### config.mk
export PLATFORM = sky130hd
export DESIGN_NAME = sdram_cmd_monitor
export DESIGN_NICKNAME = d
export VERILOG_FILES = /design/src/rtl/sdram_mon_pkg.sv /design/src/rtl/sdram_mon_gap.sv /design/src/rtl/sdram_mon_decode.sv /design/src/rtl/sdram_cmd_monitor.sv
export SDC_FILE = /design/constraint.sdc
export NUM_CORES = 1
export LEC_CHECK = 0
export BUFFER_PORTS_ARGS = -buffer_cell sky130_fd_sc_hd__buf_2
export CAP_MARGIN = 30
export CORE_UTILIZATION = 55
export DETAILED_ROUTE_END_ITERATION = 7
export GPL_TIMING_DRIVEN = 0
export PLACE_DENSITY = 0.79
export SLEW_MARGIN = 20
export SYNTH_ARGS = -nofsm -noshare
export SYNTH_HDL_FRONTEND = slang
export SYNTH_SLANG_ARGS = --single-unit
### constraint.sdc
create_clock -name clk -period 5.5 [get_ports clk]
set_input_delay 0.55 -clock clk [delete_from_list [all_inputs] [get_ports clk]]
set_output_delay 0.55 -clock clk [all_outputs]
set_load 0.05 [all_outputs]
### src/rtl/sdram_mon_pkg.sv
package sdram_mon_pkg;

  typedef enum logic [2:0] {
    CMD_NOP, CMD_ACT, CMD_RD, CMD_WR, CMD_PRE, CMD_REF, CMD_MRS, CMD_BST
  } cmd_e;

  // lower value wins when several rules break on one edge
  typedef enum logic [2:0] {
    ERR_NONE     = 3'd0,
    ERR_STATE    = 3'd1,
    ERR_REF_OPEN = 3'd2,
    ERR_RCD      = 3'd3,
    ERR_RAS      = 3'd4,
    ERR_RP       = 3'd5,
    ERR_RRD      = 3'd6,
    ERR_MRD      = 3'd7
  } err_e;

  // strobes are low-active: {ras_n, cas_n, we_n}
  function automatic cmd_e decode_cmd(input logic ras_n, input logic cas_n,
                                      input logic we_n);
    case ({ras_n, cas_n, we_n})
      3'b011:  return CMD_ACT;
      3'b101:  return CMD_RD;
      3'b100:  return CMD_WR;
      3'b010:  return CMD_PRE;
      3'b001:  return CMD_REF;
      3'b000:  return CMD_MRS;
      3'b110:  return CMD_BST;
      default: return CMD_NOP;
    endcase
  endfunction

  function automatic int unsigned max2(input int unsigned a, input int unsigned b);
    return (a > b) ? a : b;
  endfunction

endpackage

### src/rtl/sdram_mon_gap.sv
// Saturating count of edges since the last restart; starts saturated.
module sdram_mon_gap #(
  parameter int unsigned CNT_W = 3,
  parameter int unsigned SAT   = 6
) (
  input  logic             clk,
  input  logic             rst_n,
  input  logic             restart,
  output logic [CNT_W-1:0] gap
);
  localparam logic [CNT_W-1:0] SAT_V = CNT_W'(SAT);
  localparam logic [CNT_W-1:0] ONE_V = CNT_W'(1);

  always_ff @(posedge clk) begin
    if (!rst_n)            gap <= SAT_V;
    else if (restart)      gap <= ONE_V;
    else if (gap != SAT_V) gap <= gap + ONE_V;
  end
endmodule

### src/rtl/sdram_mon_decode.sv
module sdram_mon_decode
  import sdram_mon_pkg::*;
(
  input  logic clk,
  input  logic rst_n,
  input  logic cke,
  input  logic cs_n,
  input  logic ras_n,
  input  logic cas_n,
  input  logic we_n,
  output logic edge_ok,
  output cmd_e cmd
);
  logic cke_q;

  always_ff @(posedge clk) begin
    if (!rst_n) cke_q <= 1'b1;
    else        cke_q <= cke;
  end

  assign edge_ok = cke_q;
  assign cmd     = (edge_ok && !cs_n) ? decode_cmd(ras_n, cas_n, we_n) : CMD_NOP;
endmodule

### src/rtl/sdram_cmd_monitor.sv
module sdram_cmd_monitor
  import sdram_mon_pkg::*;
#(
  parameter int unsigned NUM_BANKS = 4,
  parameter int unsigned T_RCD     = 3,
  parameter int unsigned T_RAS     = 6,
  parameter int unsigned T_RP      = 3,
  parameter int unsigned T_RRD     = 2,
  parameter int unsigned T_MRD     = 2,
  localparam int unsigned BA_W     = $clog2(NUM_BANKS)
) (
  input  logic            clk,
  input  logic            rst_n,
  input  logic            cke,
  input  logic            cs_n,
  input  logic            ras_n,
  input  logic            cas_n,
  input  logic            we_n,
  input  logic [BA_W-1:0] ba,
  input  logic            ap_line,
  output logic            err_valid,
  output logic [2:0]      err_code,
  output logic [BA_W-1:0] err_bank
);
  localparam int unsigned T_MAX = max2(max2(max2(T_RCD, T_RAS), max2(T_RP, T_RRD)), T_MRD);
  localparam int unsigned CNT_W = $clog2(T_MAX + 1);

  function automatic logic too_soon(input logic [CNT_W-1:0] gap, input int unsigned lim);
    return gap < CNT_W'(lim);
  endfunction

  function automatic logic [BA_W-1:0] lowest(input logic [NUM_BANKS-1:0] vec);
    logic [BA_W-1:0] idx;
    idx = '0;
    for (int b = NUM_BANKS - 1; b >= 0; b--)
      if (vec[b]) idx = BA_W'(b);
    return idx;
  endfunction

  // ---- decode ----
  logic edge_ok;
  cmd_e cmd;

  sdram_mon_decode u_dec (
    .clk(clk), .rst_n(rst_n), .cke(cke), .cs_n(cs_n),
    .ras_n(ras_n), .cas_n(cas_n), .we_n(we_n),
    .edge_ok(edge_ok), .cmd(cmd)
  );

  logic is_act, is_rdwr, is_pre, is_ref, is_mrs;
  assign is_act  = (cmd == CMD_ACT);
  assign is_rdwr = (cmd == CMD_RD) || (cmd == CMD_WR);
  assign is_pre  = (cmd == CMD_PRE);
  assign is_ref  = (cmd == CMD_REF);
  assign is_mrs  = (cmd == CMD_MRS);

  logic [NUM_BANKS-1:0] tgt_hot, pre_mask;
  assign tgt_hot  = NUM_BANKS'(1) << ba;
  assign pre_mask = ap_line ? '1 : tgt_hot;

  // ---- per-bank state ----
  logic [NUM_BANKS-1:0] bank_open;
  logic [CNT_W-1:0]     act_gap [NUM_BANKS];
  logic [CNT_W-1:0]     pre_gap [NUM_BANKS];
  logic [NUM_BANKS-1:0] ras_viol;

  for (genvar b = 0; b < NUM_BANKS; b++) begin : g_bank
    sdram_mon_gap #(.CNT_W(CNT_W), .SAT(T_MAX)) u_act_gap (
      .clk(clk), .rst_n(rst_n), .restart(is_act && tgt_hot[b]), .gap(act_gap[b])
    );
    sdram_mon_gap #(.CNT_W(CNT_W), .SAT(T_MAX)) u_pre_gap (
      .clk(clk), .rst_n(rst_n), .restart(is_pre && pre_mask[b]), .gap(pre_gap[b])
    );

    always_ff @(posedge clk) begin
      if (!rst_n)                       bank_open[b] <= 1'b0;
      else if (is_act && tgt_hot[b])    bank_open[b] <= 1'b1;
      else if (is_pre && pre_mask[b])   bank_open[b] <= 1'b0;
    end

    assign ras_viol[b] = is_pre && pre_mask[b] && bank_open[b] && too_soon(act_gap[b], T_RAS);
  end

  // ---- cross-bank state ----
  logic [CNT_W-1:0] any_act_gap, mrs_gap;
  logic [BA_W-1:0]  last_act_bank;

  sdram_mon_gap #(.CNT_W(CNT_W), .SAT(T_MAX)) u_any_act_gap (
    .clk(clk), .rst_n(rst_n), .restart(is_act), .gap(any_act_gap)
  );
  sdram_mon_gap #(.CNT_W(CNT_W), .SAT(T_MAX)) u_mrs_gap (
    .clk(clk), .rst_n(rst_n), .restart(is_mrs), .gap(mrs_gap)
  );

  always_ff @(posedge clk) begin
    if (!rst_n)      last_act_bank <= '0;
    else if (is_act) last_act_bank <= ba;
  end

  // ---- rule checks ----
  logic tgt_open;
  logic e_state, e_ref, e_rcd, e_ras, e_rp, e_rrd, e_mrd;
  assign tgt_open = bank_open[ba];
  assign e_state  = (is_rdwr && !tgt_open) || (is_act && tgt_open);
  assign e_ref    = is_ref && (|bank_open);
  assign e_rcd    = is_rdwr && tgt_open && too_soon(act_gap[ba], T_RCD);
  assign e_ras    = |ras_viol;
  assign e_rp     = is_act && too_soon(pre_gap[ba], T_RP);
  assign e_rrd    = is_act && (ba != last_act_bank) && too_soon(any_act_gap, T_RRD);
  assign e_mrd    = is_act && too_soon(mrs_gap, T_MRD);

  err_e            new_code;
  logic [BA_W-1:0] new_bank;

  always_comb begin
    new_code = ERR_NONE;
    new_bank = ba;
    if      (e_state) new_code = ERR_STATE;
    else if (e_ref)   begin new_code = ERR_REF_OPEN; new_bank = lowest(bank_open); end
    else if (e_rcd)   new_code = ERR_RCD;
    else if (e_ras)   begin new_code = ERR_RAS; new_bank = lowest(ras_viol); end
    else if (e_rp)    new_code = ERR_RP;
    else if (e_rrd)   new_code = ERR_RRD;
    else if (e_mrd)   new_code = ERR_MRD;
  end

  // ---- first-error capture ----
  always_ff @(posedge clk) begin
    if (!rst_n) begin
      err_valid <= 1'b0;
      err_code  <= 3'd0;
      err_bank  <= '0;
    end else if (!err_valid && new_code != ERR_NONE) begin
      err_valid <= 1'b1;
      err_code  <= new_code;
      err_bank  <= new_bank;
    end
  end
endmodule

# [Yosys cells after proc, flatten, opt, wreduce, memory -nomap -nowiden]
# Index checks and enable logic that the tools add are counted.
[classes] add_sub_neg=10 magnitude_cmp=10 eq_ne=23 n_shift=1 mux=58 bitwise=1 reduce_logical=50
[op_table] cell="$mux 3" count=32
[op_table] cell="$add 3x1->3 const B" count=10
[op_table] cell="$ne 3x3->1 const B" count=10
[op_table] cell="$reduce_bool 2->1" count=14
[op_table] cell="$logic_and 1x1->1" count=27
[op_table] cell="$mux 2" count=12
[op_table] cell="$pmux 3 s7" count=1
[op_table] cell="$eq 3x3->1 const B" count=6
[op_table] cell="$bmux 3 s2" count=2
[op_table] cell="$eq 3x2->1 const B" count=4
[op_table] cell="$lt 3x2->1 const B" count=4
[op_table] cell="$lt 3x3->1 const B" count=4
[op_table] cell="$mux 1" count=9
[op_table] cell="$reduce_or 4->1" count=2
[op_table] cell="$eq 3x1->1 const B" count=2
[op_table] cell="$mux 4" count=1
[op_table] cell="$shl 1x2->4 const A" count=1
[op_table] cell="$ge 3x3->1 const B" count=1
[op_table] cell="$logic_not 1->1" count=3
[op_table] cell="$logic_not 3->1" count=1
[op_table] cell="$lt 2x3->1 const B" count=1
[op_table] cell="$not 2->3" count=1
[op_table] cell="$reduce_bool 3->1" count=1
[op_table] cell="$bmux 1 s2" count=1
[op_table] cell="other kinds (2)" count=3
[word_totals] regBits=43 input_bits=10

# [Logic depth before layout (Yosys ltp)]
# Gate-level depths: netlist of run 1.
[depth] depth_word=15 mapped_depth=8

# [Cells and area by module]
# A second synthesis of run 1 with hierarchy kept.
[hier_totals] hier_cells=297 hier_area_um2=2735.1
[by_module_without_submodules] module="sdram_mon_gap" instances=10 cells_per_inst=17 area_each_um2=170.2 seq_area_each_um2=60.1
[by_module_without_submodules] module="sdram_cmd_monitor" instances=1 cells_per_inst=117 area_each_um2=955.9 seq_area_each_um2=240.2
[by_module_without_submodules] module="sdram_mon_decode" instances=1 cells_per_inst=10 area_each_um2=77.6 seq_area_each_um2=20.0

# [Worst setup path before layout of run 1]
# OpenSTA, ideal clock, no wires.
[synth_timing] path_kind="input to register" startpoint="input ba[0]" endpoint="register err_code[2]" arrival_time_ps=2114 t_required_ps=5426 path_slack_ps=3311 cell_stages=6 path_buffers=1 cell_sequence="buf_6 > mux4_2 > mux2i_2 > or3b_1 > a211o_1 > a31oi_1"
[synth_between] elab_chain_cells=13 word_cells_on_any_way=44 cone_classes="order compare: 2; eq/ne: 1; shift: 1; mux: 15; bitwise: 1; reduce/logical: 24"
[synth_lines] item="from (decl)" line="sdram_cmd_monitor.sv:19" rtl="input logic [BA_W-1:0] ba,"
[synth_lines] item="$not 2->3 (implied by the code)" line="sdram_cmd_monitor.sv:106, sdram_cmd_monitor.sv:108"
[synth_lines] item="$bmux 3 s2" line="sdram_cmd_monitor.sv:108" rtl="assign e_rp = is_act && too_soon(pre_gap[ba], T_RP);"
[synth_lines] item="$mux 3 (implied by the code) (2 in a row)" line="sdram_cmd_monitor.sv:108"
[synth_lines] item="$lt 3x2->1" line="sdram_cmd_monitor.sv:29" rtl="return gap < CNT_W'(lim);"
[synth_lines] item="$logic_and 1x1->1" line="sdram_cmd_monitor.sv:108"
[synth_lines] item="$mux 3" line="sdram_cmd_monitor.sv:122" rtl="else if (e_rp) new_code = ERR_RP;"
[synth_lines] item="$mux 3" line="sdram_cmd_monitor.sv:121" rtl="else if (e_ras) begin new_code = ERR_RAS; new_bank = lowest(ras_viol); end"
[synth_lines] item="$mux 3" line="sdram_cmd_monitor.sv:120" rtl="else if (e_rcd) new_code = ERR_RCD;"
[synth_lines] item="$mux 3" line="sdram_cmd_monitor.sv:119" rtl="else if (e_ref) begin new_code = ERR_REF_OPEN; new_bank = lowest(bank_open); end"
[synth_lines] item="$mux 3 (*)" line="sdram_cmd_monitor.sv:118" rtl="if (e_state) new_code = ERR_STATE;"
[synth_lines] item="$reduce_bool 3->1" line="sdram_cmd_monitor.sv:133" rtl="end else if (!err_valid && new_code != ERR_NONE) begin"
[synth_lines] item="$logic_and 1x1->1" line="sdram_cmd_monitor.sv:133"
[synth_lines] item="to (signal assigned)" line="sdram_cmd_monitor.sv:135" rtl="err_code <= new_code;"
[synth_lines] item="to (decl)" line="sdram_cmd_monitor.sv:22" rtl="output logic [2:0] err_code,"
# Mark *: on every way between the ends. The rest lies on a longest branch, timed or not. The select of a mux whose other input is x is not followed.
# A chain may end at the register's enable or synchronous reset.

# [Final worst setup path of run 1]
[layout_timing] startpoint="input cs_n" endpoint="register err_bank[0]"
[layout_between] elab_chain_cells=15 word_cells_on_any_way=49 cone_classes="eq/ne: 5; mux: 16; reduce/logical: 28"
[layout_lines] item="from (decl)" line="sdram_cmd_monitor.sv:15" rtl="input logic cs_n,"
[layout_lines] item="$logic_not 1->1 (*)" line="sdram_mon_decode.sv:22" rtl="assign cmd = (edge_ok && !cs_n) ? decode_cmd(ras_n, cas_n, we_n) : CMD_NOP;"
[layout_lines] item="$logic_and 1x1->1 (*)" line="sdram_mon_decode.sv:22"
[layout_lines] item="$mux 3 (*)" line="sdram_mon_decode.sv:22"
[layout_lines] item="$eq 3x3->1" line="sdram_cmd_monitor.sv:53" rtl="assign is_pre = (cmd == CMD_PRE);"
[layout_lines] item="$logic_and 1x1->1 (3 in a row)" line="sdram_cmd_monitor.sv:81" rtl="assign ras_viol[b] = is_pre && pre_mask[b] && bank_open[b] && too_soon(act_gap[b], T_RAS);"
[layout_lines] item="$mux 2 (4 in a row)" line="sdram_cmd_monitor.sv:36" rtl="if (vec[b]) idx = BA_W'(b);"
[layout_lines] item="$mux 2" line="sdram_cmd_monitor.sv:121"
[layout_lines] item="$mux 2" line="sdram_cmd_monitor.sv:120"
[layout_lines] item="$mux 2" line="sdram_cmd_monitor.sv:119"
[layout_lines] item="$mux 2" line="sdram_cmd_monitor.sv:118"
[layout_lines] item="to (signal assigned)" line="sdram_cmd_monitor.sv:136" rtl="err_bank <= new_bank;"
[layout_lines] item="to (decl)" line="sdram_cmd_monitor.sv:23" rtl="output logic [BA_W-1:0] err_bank"
# Mark *: on every way between the ends. The rest lies on a longest branch, timed or not.

==> flow_summary_export.csv, run 1 <==
group,metric,value,unit
floorplanning,fp.coreArea,0.00414,mm2
route,drc,0,
logic_synthesis,synth_edf_count,0,
clock_tree,cts-htree-levels,2,
setup_path,arrival,2.37,ns
logic_synthesis,synth_ff_type,"dfxtp_1",
timing,slew_headroom,0.624,
route,num_vias,2123,
final_layout,diodes,0,
floorplanning,die_area,0.00471,mm2
final_layout,multi_input_area,0.00147,mm2
timing,rsz0062_at_grt,"no",
final_layout,ff_latch_area,861,um2
final_layout,nFillCells,386,
setup_path,cp_slowest_cell,"a2111oi_0",
global_routing,grt_pass1_wl,8390,um
logic_synthesis,yosysSeqAreaShare,0.352,
setup_path,path_buf_inv,1,
floorplanning,pin_count,16,
worst_hold_path,hold_path.class,"in -> reg",
route,routed_wl,5290,um
outcome,run_status,"completed",
pwr,p_sw,0.000401,W
timing,period_needed,2.21,ns
pwr,ir_worst_vdd,0.222,mV
setup_path,rr_worst_depth,6,
timing,hold_viol_final,0,
setup_path,crit_family,"compound AO/OA/AOI/OAI gates",
clock_tree,insertion_delay,0.30,ns
logic_synthesis,avgSynthCellArea,8.28,um2
timing,drv_slew,0,
final_layout,synthToLayoutAreaGrowth,8.76,%
timing,worst-slew-pin-transition,0.565,ns
clock_tree,post_cts_hold_buffer_count,0,
logic_synthesis,syn_inst,295,
timing,setup_viol,0,
logic_synthesis,ys_types,52,
timing,max_freq,452,MHz
setup_path,worstPathMaxFanout,4,
route,vias_per_cell,5.78,
final_layout,num-nets-final,346,
global_routing,globalRouteTotalUtil,0.243,
final_layout,layout-drive-gt1-share,0.110,
setup_path,start_kind,"input pin",
setup_path,max_stage_delay,0.50,ns
place,portBuffers,14,
setup_path,cp_data_required_time,5.65,ns
timing,fin_crit_sh,0.402,
setup_path,r2r-start,"u_dec.edge_ok$_SDFF_PN1_",
setup_path,r2r_end,"err_bank[0]$_SDFFE_PN0P_",
clock_tree,cts_tree,"built",
clock_tree,clk_path_buf_depth,2,
clock_tree,numCtsBuffers,5,
place,hpwl,3980,um
floorplanning,placementRows,23,
pwr,internal-power,0.000669,W
floorplanning,initial_core_util,0.589,
pwr,seqPwrFrac,0.428,
floorplanning,dieHeight,68.6,um
route,first_iter_violations,170,
setup_path,endpoint_kind,"flop",
pwr,power,0.00107,W
pwr,p_leak,1.07,nW
setup_path,crit_start,"cs_n",
clock_tree,ctsResizeCount,0,
logic_synthesis,ys_ff_latch,43,
route,wire_per_inst,14.4,um
pwr,pwr-share-clk,0.179,
clock_tree,clkTransAtPathRegs,0.08,ns
clock_tree,root_buffer,"clkbuf_8",
pwr,switching_share,0.375,
logic_synthesis,syn_nets,325,
logic_synthesis,ys_warn_count,0,
clock_tree,postCtsSetupBuffers,0,
floorplanning,chipWidth,68.6,um
global_routing,first_global_vias,1842,
route,drt_pass1_iterations,4,
setup_path,cp-endpoint,"err_bank[0]$_SDFFE_PN0P_",
run,maxCapViolations,0,
clock_tree,clkSinkCount,43,
setup_path,worstPathCellList,"buf_2 > nor4b_2 > nand2_1 > a21oi_1 > nor3b_1 > a2111oi_0 > a221oi_1",
global_routing,antenna_found_initial,0,
pwr,combPwrFrac,0.393,
place,gp_congestion,0.899,
logic_synthesis,syn-cell-area,0.00244,mm2
global_routing,gr-total-overflow,0,
setup_path,crit_cells,7,
setup_path,reg2reg_slack,3.35,ns
pwr,p_per_area,403,mW/mm2
logic_synthesis,async_flop_share,0,
timing,tns,0,ns
global_routing,grt_max_degree,13,
timing,fin_skew,0.00638,ns
setup_path,path_class,"in -> reg",
route,antenna_left,0,
-- final cells by class --
cell class              instances  share of cell area
plain buffers                   8              0.0155
flip-flops and latches         43               0.324
well taps                      50              0.0236
clock buffers                   7              0.0287
multi-input cells             225               0.553
clock inverters                 1             0.00188
inverters                      19              0.0268
repair buffers                 14              0.0264
-- power groups by stage --
| stage | clock, W | sequential [W] | combinational [W] |
|---|---|---|---|
| after floorplan | 0 | 0.000452 | 0.000341 |
| after global placement | 0 | 0.000459 | 0.000396 |
| after CTS | 0.000195 | 0.000457 | 0.000423 |
| final | 0.000192 | 0.000458 | 0.000420 |
| after global routing | 0.000212 | 0.000468 | 0.000494 |
| after detailed placement | 0 | 0.000464 | 0.000417 |
-- flip-flops by register name (all words and copies together), names as in the netlist --
| signal | count |
|---|---|
| u_any_act_gap.gap | 3 |
| err_bank | 2 |
| err_valid | 1 |
| u_dec.edge_ok | 1 |
| g_bank.u_pre_gap.gap | 12 |
| err_code | 3 |
| bank_open | 4 |
| g_bank.u_act_gap.gap | 12 |
| u_mrs_gap.gap | 3 |
| last_act_bank | 2 |
-- Yosys cell counts (all sizes together), types with 3 or more instances --
library cell / number / area share
xnor2: 10 / 0.036
ha: 20 / 0.10
nor2: 28 / 0.043
buf: 4 / 0.011
dfxtp: 43 / 0.35
o21ai: 45 / 0.092
inv: 19 / 0.029
nand2: 32 / 0.049
nand4: 3 / 0.0077
and3: 3 / 0.0077
nand3: 3 / 0.0061
a31oi: 4 / 0.010
a21oi: 19 / 0.039
clkbuf: 4 / 0.0061
and2: 3 / 0.0082
a21boi: 5 / 0.015
a211oi: 5 / 0.019
nand3b: 10 / 0.031
-- cell usage in the layout (no fill, tap or decap), types with 2 or more instances in the layout --
cell type	instances
o21ai_0	43
dfxtp_1	43
nand2_1	32
nor2_1	28
ha_1	20
inv_1	19
a21oi_1	19
buf_2	17
nand3b_1	10
xnor2_1	10
clkbuf_1	6
a21boi_0	5
clkbuf_8	5
a31oi_1	4
and3_1	3
a211oi_1	3
nand4_1	3
nand3_1	3
nor3_1	2
o211a_1	2
nor2b_1	2
and2_1	2
a211oi_2	2
a22oi_1	2
o21ai_1	2
xor2_1	2
-- logic make-up after synthesis --
| family | share of synthesized area |
|---|---|
| compound gates | 0.226 |
| mux | 0.0190 |
| xor+xnor | 0.0430 |
| buf+inv | 0.0461 |
| simple gates | 0.211 |
| flops | 0.352 |
| fa+ha+maj | 0.102 |
-- per-stage QoR --
step | util | instances | cell area [um2] | hold WS (ns) | setup slack, ns
6_report | 0.641 | 367 | 2660 | 0.435 | 3.29
5_1_grt | 0.641 | 367 | 2660 | 0.440 | 3.06
4_1_cts | 0.641 | 367 | 2660 | 0.437 | 3.29
3_5_place_dp | 0.621 | 359 | 2570 | 0.452 | 2.99
3_3_place_gp | 0.621 | 359 | 2570 | 0.450 | 3.01
2_1_floorplan | - | 295 | 2440 | 0.448 | 3.31
-- metal layers --
metal / GRT usage / share of wire
met4: 0.0911 / 0.021
met1: 0.322 / 0.49
met5: 0 / 0
met2: 0.385 / 0.45
met3: 0.0543 / 0.046
-- worst reg2reg max path: stages, from the launching register on --
cell	delay [ns]
dfxtp_1	0.37
nor4b_2	0.39
nand2_1	0.19
a21oi_1	0.33
nor3b_1	0.08
a2111oi_0	0.50
a221oi_1	0.15
-- worst min-delay path by stage --
| stage | to | cells after the start | from | slack (ns) |
|---|---|---|---|---|
| floorplan | last_act_bank[0]$_SDFFE_PN0N_ | 2 | last_act_bank[0]$_SDFFE_PN0N_ | 0.45 |
| global placement | err_bank[1]$_SDFFE_PN0P_ | 2 | err_bank[1]$_SDFFE_PN0P_ | 0.45 |
| detailed placement | err_bank[1]$_SDFFE_PN0P_ | 2 | err_bank[1]$_SDFFE_PN0P_ | 0.45 |
| CTS | u_dec.edge_ok$_SDFF_PN1_ | 2 | cke | 0.44 |
| global route | u_dec.edge_ok$_SDFF_PN1_ | 2 | cke | 0.44 |
| finish | u_dec.edge_ok$_SDFF_PN1_ | 2 | cke | 0.43 |
(Power assumes the default switching activity.)
==> run 2, diff against run 1 <==
clock period = 2.28 ns   (was 5.5 ns; I/O delays follow)
==> flow_summary_export.csv, run 2 (synthesized netlist as in run 1, its figures left out) <==
group,metric,value,unit
outcome,run_status,"completed",
floorplanning,placementRows,23,
clock_tree,post_cts_hold_buffer_count,0,
timing,max_freq,486,MHz
floorplanning,chipWidth,68.6,um
setup_path,worstPathMaxFanout,9,
clock_tree,postCtsSetupBuffers,0,
clock_tree,clkTransAtPathRegs,0.08,ns
final_layout,multi_input_area,0.00148,mm2
run,maxCapViolations,0,
global_routing,grt_max_degree,13,
timing,tns,0,ns
timing,hold_viol_final,0,
setup_path,arrival,2.26,ns
timing,rsz0062_at_grt,"no",
floorplanning,dieHeight,68.6,um
final_layout,design_area,0.00267,mm2
timing,setup_viol,0,
final_layout,layout-drive-gt1-share,0.110,
setup_path,path_class,"reg -> reg",
pwr,p_leak,1.07,nW
clock_tree,insertion_delay,0.29,ns
place,gp_congestion,0.899,
timing,worst-slew-pin-transition,0.570,ns
timing,slew_headroom,0.620,
floorplanning,pin_count,16,
place,place_area,0.00257,mm2
floorplanning,fp.coreArea,0.00414,mm2
timing,fin_crit_sh,0.902,
route,antenna_left,0,
timing,fin_skew,0.00623,ns
final_layout,ff_latch_area,861,um2
setup_path,endpoint_kind,"flop",
setup_path,start_kind,"flop",
route,vias_per_cell,5.79,
clock_tree,root_buffer,"clkbuf_8",
place,hpwl,3980,um
final_layout,num-nets-final,346,
final_layout,reg_top3,"g_bank.u_act_gap.gap x12, g_bank.u_pre_gap.gap x12, bank_open x4",
floorplanning,initial_core_util,0.589,
clock_tree,cts-htree-levels,2,
worst_hold_path,hold_path.class,"in -> reg",
route,first_iter_violations,127,
global_routing,globalRouteTotalUtil,0.243,
timing,holdWs,0.116,ns
global_routing,grt_pass1_wl,8390,um
final_layout,post-route-util,0.643,
final_layout,synthToLayoutAreaGrowth,9.17,%
route,drc,0,
floorplanning,die_area,0.00471,mm2
global_routing,antenna_found_initial,0,
setup_path,cp_data_required_time,2.48,ns
clock_tree,numCtsBuffers,5,
pwr,p_per_area,968,mW/mm2
final_layout,nFillCells,386,
global_routing,gr-total-overflow,0,
route,num_vias,2126,
clock_tree,clk_path_buf_depth,2,
route,wire_per_inst,14.3,um
timing,drv_slew,0,
pwr,ir_worst_vdd,0.533,mV
timing,period_needed,2.06,ns
final_layout,diodes,0,
route,routed_wl,5250,um
route,drt_pass1_iterations,4,
clock_tree,cts_tree,"built",
final_layout,final_cell_mix,"o21ai_0 (43), dfxtp_1 (43), nand2_1 (32)",
place,portBuffers,14,
global_routing,first_global_vias,1842,
clock_tree,clkSinkCount,43,
==> run 2: cell type report <==
| class | count | area share |
|---|---|---|
| flip-flops and latches | 43 | 0.323 |
| clock inverters | 1 | 0.00188 |
| clock buffers | 7 | 0.0286 |
| multi-input cells | 225 | 0.555 |
| repair buffers | 14 | 0.0263 |
| well taps | 50 | 0.0235 |
| inverters | 19 | 0.0267 |
| plain buffers | 8 | 0.0155 |
==> run 2: worst max-delay path, cell delays in order (launching register included) <==
cell and delay (ns):
dfxtp_1 0.39, and4bb_1 0.30, and2_1 0.14, buf_2 0.20
mux2i_2 0.13, nor3b_2 0.22, a31o_2 0.29, a221oi_1 0.29
==> run 2: path summary, 6_finish.rpt <==
path	start	end	slack, ns	cells after the start
max	u_dec.edge_ok$_SDFF_PN1_	err_bank[0]$_SDFFE_PN0P_	0.22	7
min	cke	u_dec.edge_ok$_SDFF_PN1_	0.12	2
max reg2reg	u_dec.edge_ok$_SDFF_PN1_	err_bank[0]$_SDFFE_PN0P_	0.22	7
min reg2reg	err_bank[1]$_SDFFE_PN0P_	err_bank[1]$_SDFFE_PN0P_	0.47	2
==> run 2: per-stage QoR <==
step	std cells	total power, W	worst slack, ns
3_3_place_gp	359	0.00206	0.113
3_5_place_dp	359	0.00212	0.0882
5_1_grt	367	0.00283	0.0811
6_report	367	0.00258	0.224
4_1_cts	367	0.00259	0.139
2_1_floorplan	295	0.00191	0.413
==> run 2: per-layer routing <==
layer	vias to the layer above	routed length (um)	track usage
li1	1085	-	-
met1	979	2520	0.322
met2	51	2380	0.385
met3	11	268	0.0543
met4	0	87	0.0911
met5	-	0	0
==> run 2: power breakdown <==
part	switching, W	internal [W]
registers	0.000176	0.000929
clock network	0.000244	0.000215
logic	0.000546	0.000472
total	0.000966	0.00162
==> run 2: repair_timing <==
action / in CTS / in global routing
setup endpoints to repair: 0 / 1
hold endpoints to repair: 0 / 0
gates resized for setup: 0 / 2
==> run 3, diff against run 2 <==
ABC_AREA = 1   (was unset)
SLEW_MARGIN = 10   (was 20)
==> flow_summary_export.csv, run 3 <==
group,metric,value,unit
run,maxCapViolations,0,
logic_synthesis,avgSynthCellArea,7.03,um2
floorplanning,initial_core_util,0.571,
place,gp_congestion,0.955,
clock_tree,numCtsBuffers,5,
route,first_iter_violations,213,
timing,fin_crit_sh,0.782,
logic_synthesis,synth_area_leaders,"dfxtp_1 (32%), nand2_1 (14%), ha_1 (9.3%), inv_1 (7.4%), nand3_1 (4.9%)",
floorplanning,chipWidth,71.8,um
floorplanning,placementRows,25,
setup_path,crit_top_cell,"nand2_1",
pwr,ir_worst_vdd,0.626,mV
logic_synthesis,syn_nets,411,
clock_tree,cts-htree-levels,2,
final_layout,final_cell_mix,"nand2_1 (99), inv_1 (53), dfxtp_1 (43)",
timing,max_freq,561,MHz
floorplanning,fp.coreArea,0.00469,mm2
setup_path,path_class,"reg -> reg",
logic_synthesis,synthTopCellsByCount,"nand2_1 (99), inv_1 (53), dfxtp_1 (43)",
final_layout,num-nets-final,431,
outcome,run_status,"completed",
clock_tree,post_cts_hold_buffer_count,0,
clock_tree,ctsResizeCount,0,
clock_tree,clk_path_buf_depth,2,
clock_tree,insertion_delay,0.30,ns
worst_hold_path,hold_path.class,"in -> reg",
logic_synthesis,yosysSeqAreaShare,0.321,
timing,rsz0062_at_grt,"no",
global_routing,gr-total-overflow,0,
clock_tree,cts_tree,"built",
timing,period_needed,1.78,ns
clock_tree,clkSinkCount,43,
floorplanning,pin_count,16,
timing,worst-slew-pin-transition,0.548,ns
logic_synthesis,ys_ff_latch,43,
logic_synthesis,async_flop_share,0,
route,antenna_left,0,
setup_path,cp_slowest_cell,"dfxtp_1",
global_routing,grt_pass1_wl,9800,um
timing,fin_skew,0.00549,ns
global_routing,globalRouteTotalUtil,0.243,
final_layout,layout-drive-gt1-share,0.122,
setup_path,cp_data_required_time,2.53,ns
route,wl_met3,235,um
pwr,p_leak,1.46,nW
floorplanning,dieHeight,71.8,um
route,wire_per_inst,12.5,um
global_routing,antenna_found_initial,0,
route,drc,0,
route,vias_per_cell,5.38,
setup_path,start_kind,"flop",
route,top_layer,"met4",
setup_path,max_stage_delay,0.34,ns
setup_path,path_buf_inv,0,
clock_tree,root_buffer,"clkbuf_8",
logic_synthesis,synth_ff_type,"dfxtp_1",
setup_path,endpoint_kind,"flop",
floorplanning,die_area,0.00515,mm2
route,num_vias,2455,
clock_tree,clkTransAtPathRegs,0.09,ns
logic_synthesis,yosysMostFrequentCell,"nand2_1",
final_layout,ff_latch_area,861,um2
place,placedCellCount,448,
timing,hold_viol_final,0,
timing,tns,0,ns
global_routing,grt_max_degree,15,
logic_synthesis,yosysTopAreaCell,"dfxtp_1",
place,hpwl,4370,um
route,wl_met2,2650,um
logic_synthesis,ys_types,32,
route,routed_wl,5680,um
timing,setup_ws,0.498,ns
final_layout,synthToLayoutAreaGrowth,10.0,%
logic_synthesis,synth_top_area_frac,0.321,
logic_synthesis,syn-cell-area,0.00268,mm2
final_layout,nFillCells,430,
place,dp_slack,0.507,ns
route,wl_met1,2720,um
final_layout,final_common_cell,"nand2_1",
final_layout,multi_input_area,0.00153,mm2
logic_synthesis,syn_inst,381,
final_layout,diodes,0,
logic_synthesis,ys_warn_count,0,
logic_synthesis,synth_edf_count,0,
timing,setup_viol,0,
timing,drv_slew,0,
place,portBuffers,13,
timing,slew_headroom,0.634,
clock_tree,postCtsSetupBuffers,0,
setup_path,worstPathCellList,"nand2_1 > nor2_1 > nand2_1 > a21oi_1 > nand3_1 > nand2_1 > nand2_1 > nand2_1 > nor2_1 > nand3_1 > nand2_1 > nor2_1",
global_routing,first_global_vias,2149,
setup_path,arrival,2.03,ns
final_layout,final_cells,456,
setup_path,crit_family,"simple AND/OR/NAND/NOR gates",
pwr,p_per_area,943,mW/mm2
route,drt_pass1_iterations,5,
setup_path,worstPathMaxFanout,6,
final_layout,reg_top3,"g_bank.u_act_gap.gap x12, g_bank.u_pre_gap.gap x12, bank_open x4",
==> run 3: kinds of logic after synthesis <==
family	after synthesis	synth area share
xor gates and xnor gates	13	0.0425
adders and majority gates	20	0.0934
and+or+nand+nor	174	0.291
AOI/OAI and AO/OA	66	0.143
DFF	43	0.321
buffers and inverters	65	0.109
==> run 3: stage by stage <==
| stage | hold slack, ns | power [W] | area, um2 | util |
|---|---|---|---|---|
| floorplan | 0.335 | 0.00187 | 2680 | - |
| global placement | 0.418 | 0.00201 | 2810 | 0.599 |
| detailed placement | 0.428 | 0.00208 | 2810 | 0.599 |
| CTS | 0.117 | 0.00279 | 2950 | 0.628 |
| global route | 0.130 | 0.00302 | 2950 | 0.628 |
| finish | 0.116 | 0.00278 | 2950 | 0.628 |
==> run 3: layout make-up <==
class / instances / area share
Timing Repair Buffer: 13 / 0.0221
Inverter: 56 / 0.0739
Tap cell: 54 / 0.0229
Clock buffer: 5 / 0.0233
Sequential cell: 43 / 0.292
Buffer: 9 / 0.0255
Clock inverter: 3 / 0.0229
Multi-Input combinational cell: 273 / 0.517
==> run 3: layer usage <==
| metal | track usage | vias up |
|---|---|---|
| li1 | - | 1277 |
| met1 | 0.324 | 1097 |
| met2 | 0.397 | 74 |
| met3 | 0.0309 | 7 |
| met4 | 0.0980 | 0 |
| met5 | 0 | - |
==> run 3: final timing paths <==
check / from / end / slack [ns] / depth (start not counted)
max: u_dec.edge_ok$_SDFF_PN1_ / err_bank[0]$_SDFFE_PN0P_ / 0.50 / 12
min: cke / u_dec.edge_ok$_SDFF_PN1_ / 0.12 / 2
max reg2reg: u_dec.edge_ok$_SDFF_PN1_ / err_bank[0]$_SDFFE_PN0P_ / 0.50 / 12
min reg2reg: err_code[2]$_SDFFE_PN0P_ / err_code[2]$_SDFFE_PN0P_ / 0.46 / 2
==> run 3: power breakdown <==
group          internal, W  switching (W)
sequential        0.000928       0.000170
clock             0.000437       0.000276
combinational     0.000395       0.000573
